`config.mk`:
```
export PLATFORM = sky130hd
export DESIGN_NAME = flash_prog_seq
export DESIGN_NICKNAME = d
export VERILOG_FILES = /design/src/rtl/fps_pkg.sv /design/src/rtl/fps_datapath.sv /design/src/rtl/fps_ctrl.sv /design/src/rtl/flash_prog_seq.sv
export SDC_FILE = /design/constraint.sdc
export NUM_CORES = 1
export LEC_CHECK = 0
export CORE_MARGIN = 2
export CORE_UTILIZATION = 53
export CTS_CLUSTER_DIAMETER = 60
export DETAILED_ROUTE_END_ITERATION = 6
export PLACE_DENSITY = 0.93
export SLEW_MARGIN = 20
export SYNTH_ARGS = -nofsm -noshare
export SYNTH_HDL_FRONTEND = slang
export SYNTH_SLANG_ARGS = --single-unit
```
`constraint.sdc`:
```
create_clock -name clk -period 5.9 [get_ports clk]
set_clock_uncertainty 0.15 [all_clocks]
set_input_delay 1.77 -clock clk [delete_from_list [all_inputs] [get_ports clk]]
set_output_delay 1.77 -clock clk [all_outputs]
set_load 0.1 [all_outputs]
```
`src/rtl/fps_pkg.sv`:
```
package fps_pkg;
  localparam logic [7:0] OP_WREN  = 8'h06;
  localparam logic [7:0] OP_WRDI  = 8'h04;
  localparam logic [7:0] OP_PROG  = 8'h02;
  localparam logic [7:0] OP_STAT  = 8'h05;
  localparam logic [7:0] OP_ERASE = 8'h20;

  typedef enum logic [3:0] {
    ST_IDLE, ST_WREN, ST_PRESR, ST_ERASE, ST_POSTSR,
    ST_PROG, ST_POLL, ST_SETTLE, ST_WRDI, ST_CHECK
  } seqState_e;

  typedef struct packed {
    logic load;        // capture start inputs, clear chunk counters
    logic advance;     // move to the next chunk
    logic attemptEnd;  // one attempt finished
    logic markDone;    // that attempt saw the flash idle
    logic clrPoll;     // restart status read count
    logic incPoll;     // one status read answered
  } dpCtl_t;
endpackage

```
`src/rtl/fps_datapath.sv`:
```
module fps_datapath
  import fps_pkg::*;
#(
  parameter int AddrW       = 24,
  parameter int MemW        = 32,
  parameter int LenW        = 24,
  parameter int PageBytes   = 256,
  parameter int SectorBytes = 4096,
  parameter int MaxAttempts = 4,
  parameter int NeedDone    = 2,
  parameter int PollLimit   = 50000
) (
  input  logic             clk,
  input  logic             rstN,
  input  dpCtl_t           ctl,
  input  logic             startErase,
  input  logic [AddrW-1:0] startOffset,
  input  logic [MemW-1:0]  startMem,
  input  logic [LenW-1:0]  startLen,
  output logic             isErase,
  output logic [AddrW-1:0] curOffset,
  output logic [MemW-1:0]  curMem,
  output logic [LenW-1:0]  chunkLen,
  output logic             lastChunk,
  output logic             chunkOk,
  output logic             loopOver,
  output logic             pollOver
);
  localparam int PageBits = $clog2(PageBytes);
  localparam int AttW     = $clog2(MaxAttempts + 1);
  localparam int CompW    = $clog2(NeedDone + 1);
  localparam int PollW    = $clog2(PollLimit + 1);

  logic [LenW-1:0]  remaining;
  logic [AttW-1:0]  attemptCount;
  logic [CompW-1:0] compCount;
  logic [PollW-1:0] pollCount;
  logic [LenW-1:0]  pageRoom;
  logic [LenW-1:0]  stepCap;
  logic [AddrW-1:0] offsetStep;

  // chunk sizing: a program chunk stops at the page edge, an erase step is one sector
  always_comb begin
    pageRoom   = LenW'(PageBytes) - LenW'(curOffset[PageBits-1:0]);
    stepCap    = isErase ? LenW'(SectorBytes) : pageRoom;
    chunkLen   = (remaining < stepCap) ? remaining : stepCap;
    offsetStep = isErase ? AddrW'(SectorBytes) : AddrW'(chunkLen);
  end

  assign lastChunk = (remaining <= chunkLen);
  assign chunkOk   = (compCount == CompW'(NeedDone));
  assign loopOver  = chunkOk || (attemptCount == AttW'(MaxAttempts));
  assign pollOver  = (pollCount == PollW'(PollLimit - 1));

  always_ff @(posedge clk or negedge rstN) begin
    if (!rstN) begin
      isErase      <= 1'b0;
      curOffset    <= '0;
      curMem       <= '0;
      remaining    <= '0;
      attemptCount <= '0;
      compCount    <= '0;
      pollCount    <= '0;
    end else begin
      if (ctl.load) begin
        isErase      <= startErase;
        curOffset    <= startOffset;
        curMem       <= startMem;
        remaining    <= startLen;
        attemptCount <= '0;
        compCount    <= '0;
      end else if (ctl.advance) begin
        curOffset    <= curOffset + offsetStep;
        curMem       <= curMem + MemW'(chunkLen);
        remaining    <= remaining - chunkLen;
        attemptCount <= '0;
        compCount    <= '0;
      end else if (ctl.attemptEnd) begin
        attemptCount <= attemptCount + 1'b1;
        if (ctl.markDone) compCount <= compCount + 1'b1;
      end
      if (ctl.clrPoll)      pollCount <= '0;
      else if (ctl.incPoll) pollCount <= pollCount + 1'b1;
    end
  end

  AST_ATTEMPT_CAP: assert property (@(posedge clk) disable iff (!rstN)
    attemptCount <= AttW'(MaxAttempts));
  AST_COMP_CAP: assert property (@(posedge clk) disable iff (!rstN)
    compCount <= CompW'(NeedDone));
  AST_POLL_CAP: assert property (@(posedge clk) disable iff (!rstN)
    pollCount <= PollW'(PollLimit));
  AST_ADVANCE_NOT_LAST: assert property (@(posedge clk) disable iff (!rstN)
    ctl.advance |-> !lastChunk);
endmodule

```
`src/rtl/fps_ctrl.sv`:
```
module fps_ctrl
  import fps_pkg::*;
#(
  parameter int AddrW     = 24,
  parameter int MemW      = 32,
  parameter int LenW      = 24,
  parameter int PageBytes = 256
) (
  input  logic             clk,
  input  logic             rstN,
  input  logic             startPulse,
  input  logic [LenW-1:0]  startLen,
  input  logic             isErase,
  input  logic [AddrW-1:0] curOffset,
  input  logic [MemW-1:0]  curMem,
  input  logic [LenW-1:0]  chunkLen,
  input  logic             lastChunk,
  input  logic             chunkOk,
  input  logic             loopOver,
  input  logic             pollOver,
  input  logic             cmdAck,
  input  logic             statusBusy,
  output dpCtl_t           ctl,
  output logic             busy,
  output logic             done,
  output logic             error,
  output logic             cmdValid,
  output logic [7:0]       cmdOpcode,
  output logic             cmdAddrValid,
  output logic [AddrW-1:0] cmdAddr,
  output logic [LenW-1:0]  cmdByteCount,
  output logic [MemW-1:0]  cmdMemAddr
);
  localparam int PageBits = $clog2(PageBytes);

  seqState_e state, nextState;
  logic doneSet, errSet;
  logic accept;

  assign accept = cmdValid && cmdAck;

  always_comb begin
    nextState = state;
    ctl       = '0;
    doneSet   = 1'b0;
    errSet    = 1'b0;
    unique case (state)
      ST_IDLE: if (startPulse) begin
        if (startLen == '0) errSet = 1'b1;
        else begin
          ctl.load  = 1'b1;
          nextState = ST_WREN;
        end
      end
      ST_WREN:   if (accept) nextState = isErase ? ST_PRESR : ST_PROG;
      ST_PRESR:  if (accept) nextState = ST_ERASE;
      ST_ERASE:  if (accept) nextState = ST_POSTSR;
      ST_POSTSR: if (accept) begin
        ctl.clrPoll = 1'b1;
        nextState   = ST_POLL;
      end
      ST_PROG: if (accept) begin
        ctl.clrPoll = 1'b1;
        nextState   = ST_POLL;
      end
      ST_POLL: if (accept) begin
        ctl.incPoll = 1'b1;
        if (!statusBusy) begin
          ctl.attemptEnd = 1'b1;
          ctl.markDone   = 1'b1;
          nextState      = ST_SETTLE;
        end else if (pollOver) begin
          ctl.attemptEnd = 1'b1;
          nextState      = ST_SETTLE;
        end
      end
      ST_SETTLE: begin
        if (loopOver) nextState = isErase ? ST_CHECK : ST_WRDI;
        else          nextState = ST_WREN;
      end
      ST_WRDI: if (accept) nextState = ST_CHECK;
      ST_CHECK: begin
        if (!chunkOk) begin
          errSet    = 1'b1;
          nextState = ST_IDLE;
        end else if (lastChunk) begin
          doneSet   = 1'b1;
          nextState = ST_IDLE;
        end else begin
          ctl.advance = 1'b1;
          nextState   = ST_WREN;
        end
      end
      default: nextState = ST_IDLE;
    endcase
  end

  always_ff @(posedge clk or negedge rstN) begin
    if (!rstN) begin
      state <= ST_IDLE;
      done  <= 1'b0;
      error <= 1'b0;
    end else begin
      state <= nextState;
      done  <= doneSet;
      error <= errSet;
    end
  end

  assign busy = (state != ST_IDLE);

  // request fields decoded from the state; datapath registers stay put while a request waits
  always_comb begin
    cmdValid     = 1'b1;
    cmdOpcode    = OP_STAT;
    cmdAddrValid = 1'b0;
    unique case (state)
      ST_WREN:  cmdOpcode = OP_WREN;
      ST_WRDI:  cmdOpcode = OP_WRDI;
      ST_PROG:  begin cmdOpcode = OP_PROG;  cmdAddrValid = 1'b1; end
      ST_ERASE: begin cmdOpcode = OP_ERASE; cmdAddrValid = 1'b1; end
      ST_PRESR, ST_POSTSR, ST_POLL: cmdOpcode = OP_STAT;
      default:  cmdValid = 1'b0;
    endcase
    cmdAddr      = cmdAddrValid ? curOffset : '0;
    cmdMemAddr   = (state == ST_PROG) ? curMem : '0;
    if (state == ST_PROG) cmdByteCount = chunkLen;
    else if (cmdValid && cmdOpcode == OP_STAT) cmdByteCount = LenW'(1);
    else cmdByteCount = '0;
  end

  AST_CMD_HOLD: assert property (@(posedge clk) disable iff (!rstN)
    (cmdValid && !cmdAck) |=> (cmdValid && $stable(cmdOpcode) && $stable(cmdAddr)
                               && $stable(cmdByteCount) && $stable(cmdMemAddr)));
  AST_BUSY_END: assert property (@(posedge clk) disable iff (!rstN)
    $fell(busy) |-> (done || error));
  AST_PULSE_EXCL: assert property (@(posedge clk) disable iff (!rstN)
    !(done && error));
  AST_DONE_SINGLE: assert property (@(posedge clk) disable iff (!rstN)
    done |=> !done);
  AST_PAGE_FIT: assert property (@(posedge clk) disable iff (!rstN)
    (cmdValid && cmdOpcode == OP_PROG) |->
      (cmdByteCount != '0 &&
       (LenW+1)'(cmdAddr[PageBits-1:0]) + (LenW+1)'(cmdByteCount) <= (LenW+1)'(PageBytes)));
  AST_NO_WRDI_ERASE: assert property (@(posedge clk) disable iff (!rstN)
    (cmdValid && isErase) |-> (cmdOpcode != OP_WRDI));
  AST_IDLE_QUIET: assert property (@(posedge clk) disable iff (!rstN)
    !busy |-> !cmdValid);
endmodule

```
`src/rtl/flash_prog_seq.sv`:
```
module flash_prog_seq
  import fps_pkg::*;
#(
  parameter int AddrW       = 24,
  parameter int MemW        = 32,
  parameter int LenW        = 24,
  parameter int PageBytes   = 256,
  parameter int SectorBytes = 4096,
  parameter int MaxAttempts = 4,
  parameter int NeedDone    = 2,
  parameter int PollLimit   = 50000,
  parameter int BusyBit     = 0
) (
  input  logic             clk,
  input  logic             rstN,
  input  logic             startPulse,
  input  logic             eraseMode,
  input  logic [AddrW-1:0] startOffset,
  input  logic [MemW-1:0]  startMem,
  input  logic [LenW-1:0]  startLen,
  output logic             busy,
  output logic             done,
  output logic             error,
  output logic             cmdValid,
  output logic [7:0]       cmdOpcode,
  output logic             cmdAddrValid,
  output logic [AddrW-1:0] cmdAddr,
  output logic [LenW-1:0]  cmdByteCount,
  output logic [MemW-1:0]  cmdMemAddr,
  input  logic             cmdAck,
  input  logic [7:0]       cmdStatus
);
  dpCtl_t           ctl;
  logic             isErase;
  logic [AddrW-1:0] curOffset;
  logic [MemW-1:0]  curMem;
  logic [LenW-1:0]  chunkLen;
  logic             lastChunk, chunkOk, loopOver, pollOver;

  fps_datapath #(
    .AddrW(AddrW), .MemW(MemW), .LenW(LenW), .PageBytes(PageBytes),
    .SectorBytes(SectorBytes), .MaxAttempts(MaxAttempts),
    .NeedDone(NeedDone), .PollLimit(PollLimit)
  ) dp_i (
    .clk(clk), .rstN(rstN), .ctl(ctl),
    .startErase(eraseMode), .startOffset(startOffset),
    .startMem(startMem), .startLen(startLen),
    .isErase(isErase), .curOffset(curOffset), .curMem(curMem),
    .chunkLen(chunkLen), .lastChunk(lastChunk), .chunkOk(chunkOk),
    .loopOver(loopOver), .pollOver(pollOver)
  );

  fps_ctrl #(
    .AddrW(AddrW), .MemW(MemW), .LenW(LenW), .PageBytes(PageBytes)
  ) ctrl_i (
    .clk(clk), .rstN(rstN), .startPulse(startPulse), .startLen(startLen),
    .isErase(isErase), .curOffset(curOffset), .curMem(curMem),
    .chunkLen(chunkLen), .lastChunk(lastChunk), .chunkOk(chunkOk),
    .loopOver(loopOver), .pollOver(pollOver),
    .cmdAck(cmdAck), .statusBusy(cmdStatus[BusyBit]),
    .ctl(ctl), .busy(busy), .done(done), .error(error),
    .cmdValid(cmdValid), .cmdOpcode(cmdOpcode), .cmdAddrValid(cmdAddrValid),
    .cmdAddr(cmdAddr), .cmdByteCount(cmdByteCount), .cmdMemAddr(cmdMemAddr)
  );
endmodule

```
==> results.ini <==
[sta]
timing.final.crit_share_pct=99.95
setup_violations=0
slew_violations=0
finalCriticalPeriod_ns=5.897
worst_pin_slew_ns=1.030
slew_headroom_pct=31.07
fmax_mhz=169.6
setup_ws_ns=0.002656
report.final.hold_viol_count=0

[route]
drt-total-wl_um=29470
drcViolationCount=1
routed_via_density=6.279
vias=9895
drt_pre_antenna_iters=7
drt_iter0_markers=904
wl_per_cell_um=18.70
ant_nets=0

[grt]
grt_pass1_vias=9287
grtUsageTotal_pct=31.08
grt_pass1_wl_um=45510
antenna_found_initial=1
grt_max_degree=63
overflow=0

[worst_setup_path]
crit_fanout=8
endpoint_kind=output port
crit_required_ns=3.98
crit_type=register to output port
startpoint_type=register
crit_arrival_ns=3.98

[synthesis]
ys.flop_type=dfrtp_1
ys_seq_elements=108
syn_inst=1169
ys_warn_count=0
avgSynthCellArea_um2=7.860
synth_top_area_share_pct=29.41
ys_async_sr_fraction_pct=100.0
ys_types=72
synth.area.top_cells=dfrtp_1 (29%), ha_1 (9.7%), nor2_1 (7.0%)
ys_seq_area_share_pct=29.41
synth-edff-count=0
yosysTopAreaCell=dfrtp_1
synth_area_um2=9189

[place]
detailedPlace.worstSlack_ns=0.01319
routabilityCongestion=0.9580
portBuffers=163
hpwl_um=21270

[final_layout]
final_nets=1512
drive_above_1_share_pct=13.33
mostFrequentLayoutCells=nor2_1 (168), dfrtp_1 (107), buf_4 (104), nand2_1 (95), clkdlybuf4s50_1 (88)
fillers=1375
area_growth_pct=26.40
final_common_cell=nor2_1

[die]
core_area_um2=17120
pin_count=186
die_x_um=135.7
rows=48
initial_core_util_pct=53.68
die_h_um=135.7
dieArea_um2=18410

[clock_tree]
cts_num_sinks=108
cts_tree=built
worstSkewPairLatency_ns=0.37
root_buffer=clkbuf_16
clkTransAtPathRegs_ns=0.08
clockBufferDepth=2
cts_max_level=3
cts_buffers=9

[run_status]
outcome=finished, violations left
violations=DRC

[job]
drv_cap=0

[hold_path]
min_path_type=register to register

[layout make-up]
class / instances / area, um^2 / share of cell area (%)
antenna: 1 / 2.502 / 0.02154
clock buffer: 9 / 225.2 / 1.939
clock inverter: 7 / 75.07 / 0.6463
inverter: 48 / 183.9 / 1.584
multi-input combinational: 975 / 6279 / 54.06
sequential: 108 / 2704 / 23.28
tap: 225 / 281.5 / 2.424
timing repair buffer: 203 / 1864 / 16.05
[Yosys cell counts, types with 5 or more instances]
| cell | number |
|---|---|
| a2111oi_0 | 6 |
| a211oi_1 | 12 |
| a21o_1 | 13 |
| a21oi_1 | 90 |
| a31oi_1 | 14 |
| and2_1 | 10 |
| and3_1 | 39 |
| buf_2 | 7 |
| buf_4 | 15 |
| clkbuf_1 | 49 |
| dfrtp_1 | 108 |
| ha_1 | 71 |
| inv_1 | 48 |
| mux2_2 | 6 |
| mux2i_1 | 6 |
| nand2_1 | 96 |
| nand2b_1 | 8 |
| nand3_1 | 27 |
| nand3b_1 | 5 |
| nand4_1 | 15 |
| nor2_1 | 171 |
| nor2b_1 | 27 |
| nor3_1 | 22 |
| nor4_1 | 17 |
| o2111ai_1 | 6 |
| o211ai_1 | 8 |
| o21a_1 | 14 |
| o21ai_0 | 46 |
| o21ai_1 | 8 |
| o22ai_1 | 47 |
| or3_1 | 14 |
| xnor2_1 | 30 |
| xor2_1 | 36 |
[metal layers]
layer  global-route usage (%)  up-vias  wire [um]
met3                    6.547      110       2831
met4                    14.41        0       1381
met2                    52.72      574      14100
met1                    37.80     4690      11150
met5                        0        -          0
li1                         -     4521          -
[state kept, by name, indices dropped and copies added (netlist names)]
register           cells
dp_i.curMem           32
dp_i.curOffset        24
dp_i.remaining        24
dp_i.pollCount        16
ctrl_i.state           4
dp_i.attemptCount      3
dp_i.compCount         2
ctrl_i.done            1
ctrl_i.error           1
dp_i.isErase           1
[path summary, 6_finish.rpt]
kind,start,endpoint,slack [ns],depth (start not counted)
setup / recovery,dp_i.curOffset[1],cmdByteCount[4],0.003,17
hold / removal,dp_i.curMem[18],dp_i.curMem[18],0.39,2
setup reg to reg,dp_i.curOffset[1],dp_i.remaining[23],0.07,22
hold reg to reg,dp_i.curMem[18],dp_i.curMem[18],0.39,2
max in group asynchronous,rstN,dp_i.curOffset[0],3.55,2
min in group asynchronous,rstN,dp_i.curMem[28],1.36,2
[worst max-delay path, stage by stage (launching register included)]
cell and delay [ns]:
dfrtp_1 0.45, nor3_4 0.24, nand2_1 0.12, nor3_1 0.20, xor2_1 0.12, nor2_2 0.15
inv_1 0.08, ha_1 0.27, o2111ai_1 0.33, a311o_1 0.26, nand2_1 0.14, buf_4 0.22
clkinvlp_4 0.11, buf_4 0.17, a21oi_4 0.08, buf_4 0.14, nor2_1 0.30, buf_12 0.23
[timing repair]
item	4_1_cts	5_1_grt
pin swaps	0	4
hold endpoints to repair	0	0
buffers inserted	0	8
endpoints found under the setup margin	23	63
hold buffers	0	0
gates resized for setup	3	34
cloned	0	0
[metrics by stage]
| step | setup TNS (ns) | hold slack (ns) | area [um^2] | util, % | std cells |
|---|---|---|---|---|---|
| after detailed placement | 0 | 0.3745 | 11090 | 64.77 | 1551 |
| after CTS | 0 | 0.3920 | 11400 | 66.59 | 1567 |
| after global placement | 0 | 0.3540 | 11090 | 64.77 | 1551 |
| final | 0 | 0.3928 | 11610 | 67.86 | 1576 |
| after global routing | -0.7943 | 0.4157 | 11610 | 67.84 | 1575 |
| after floorplan | -0.1823 | 0.3373 | 9345 | - | 1204 |
[cell families after synthesis]
group           synth area share [%]
simple gates                   24.48
compound gates                 22.21
buf+inv                        5.733
flops                          29.41
fa+ha+maj                      10.32
xor+xnor                       6.291
mux                            1.511
other cells                  0.04081
Power is not shown: default switching activity piles up to over one toggle a cycle in this logic, so the estimate is an artifact.
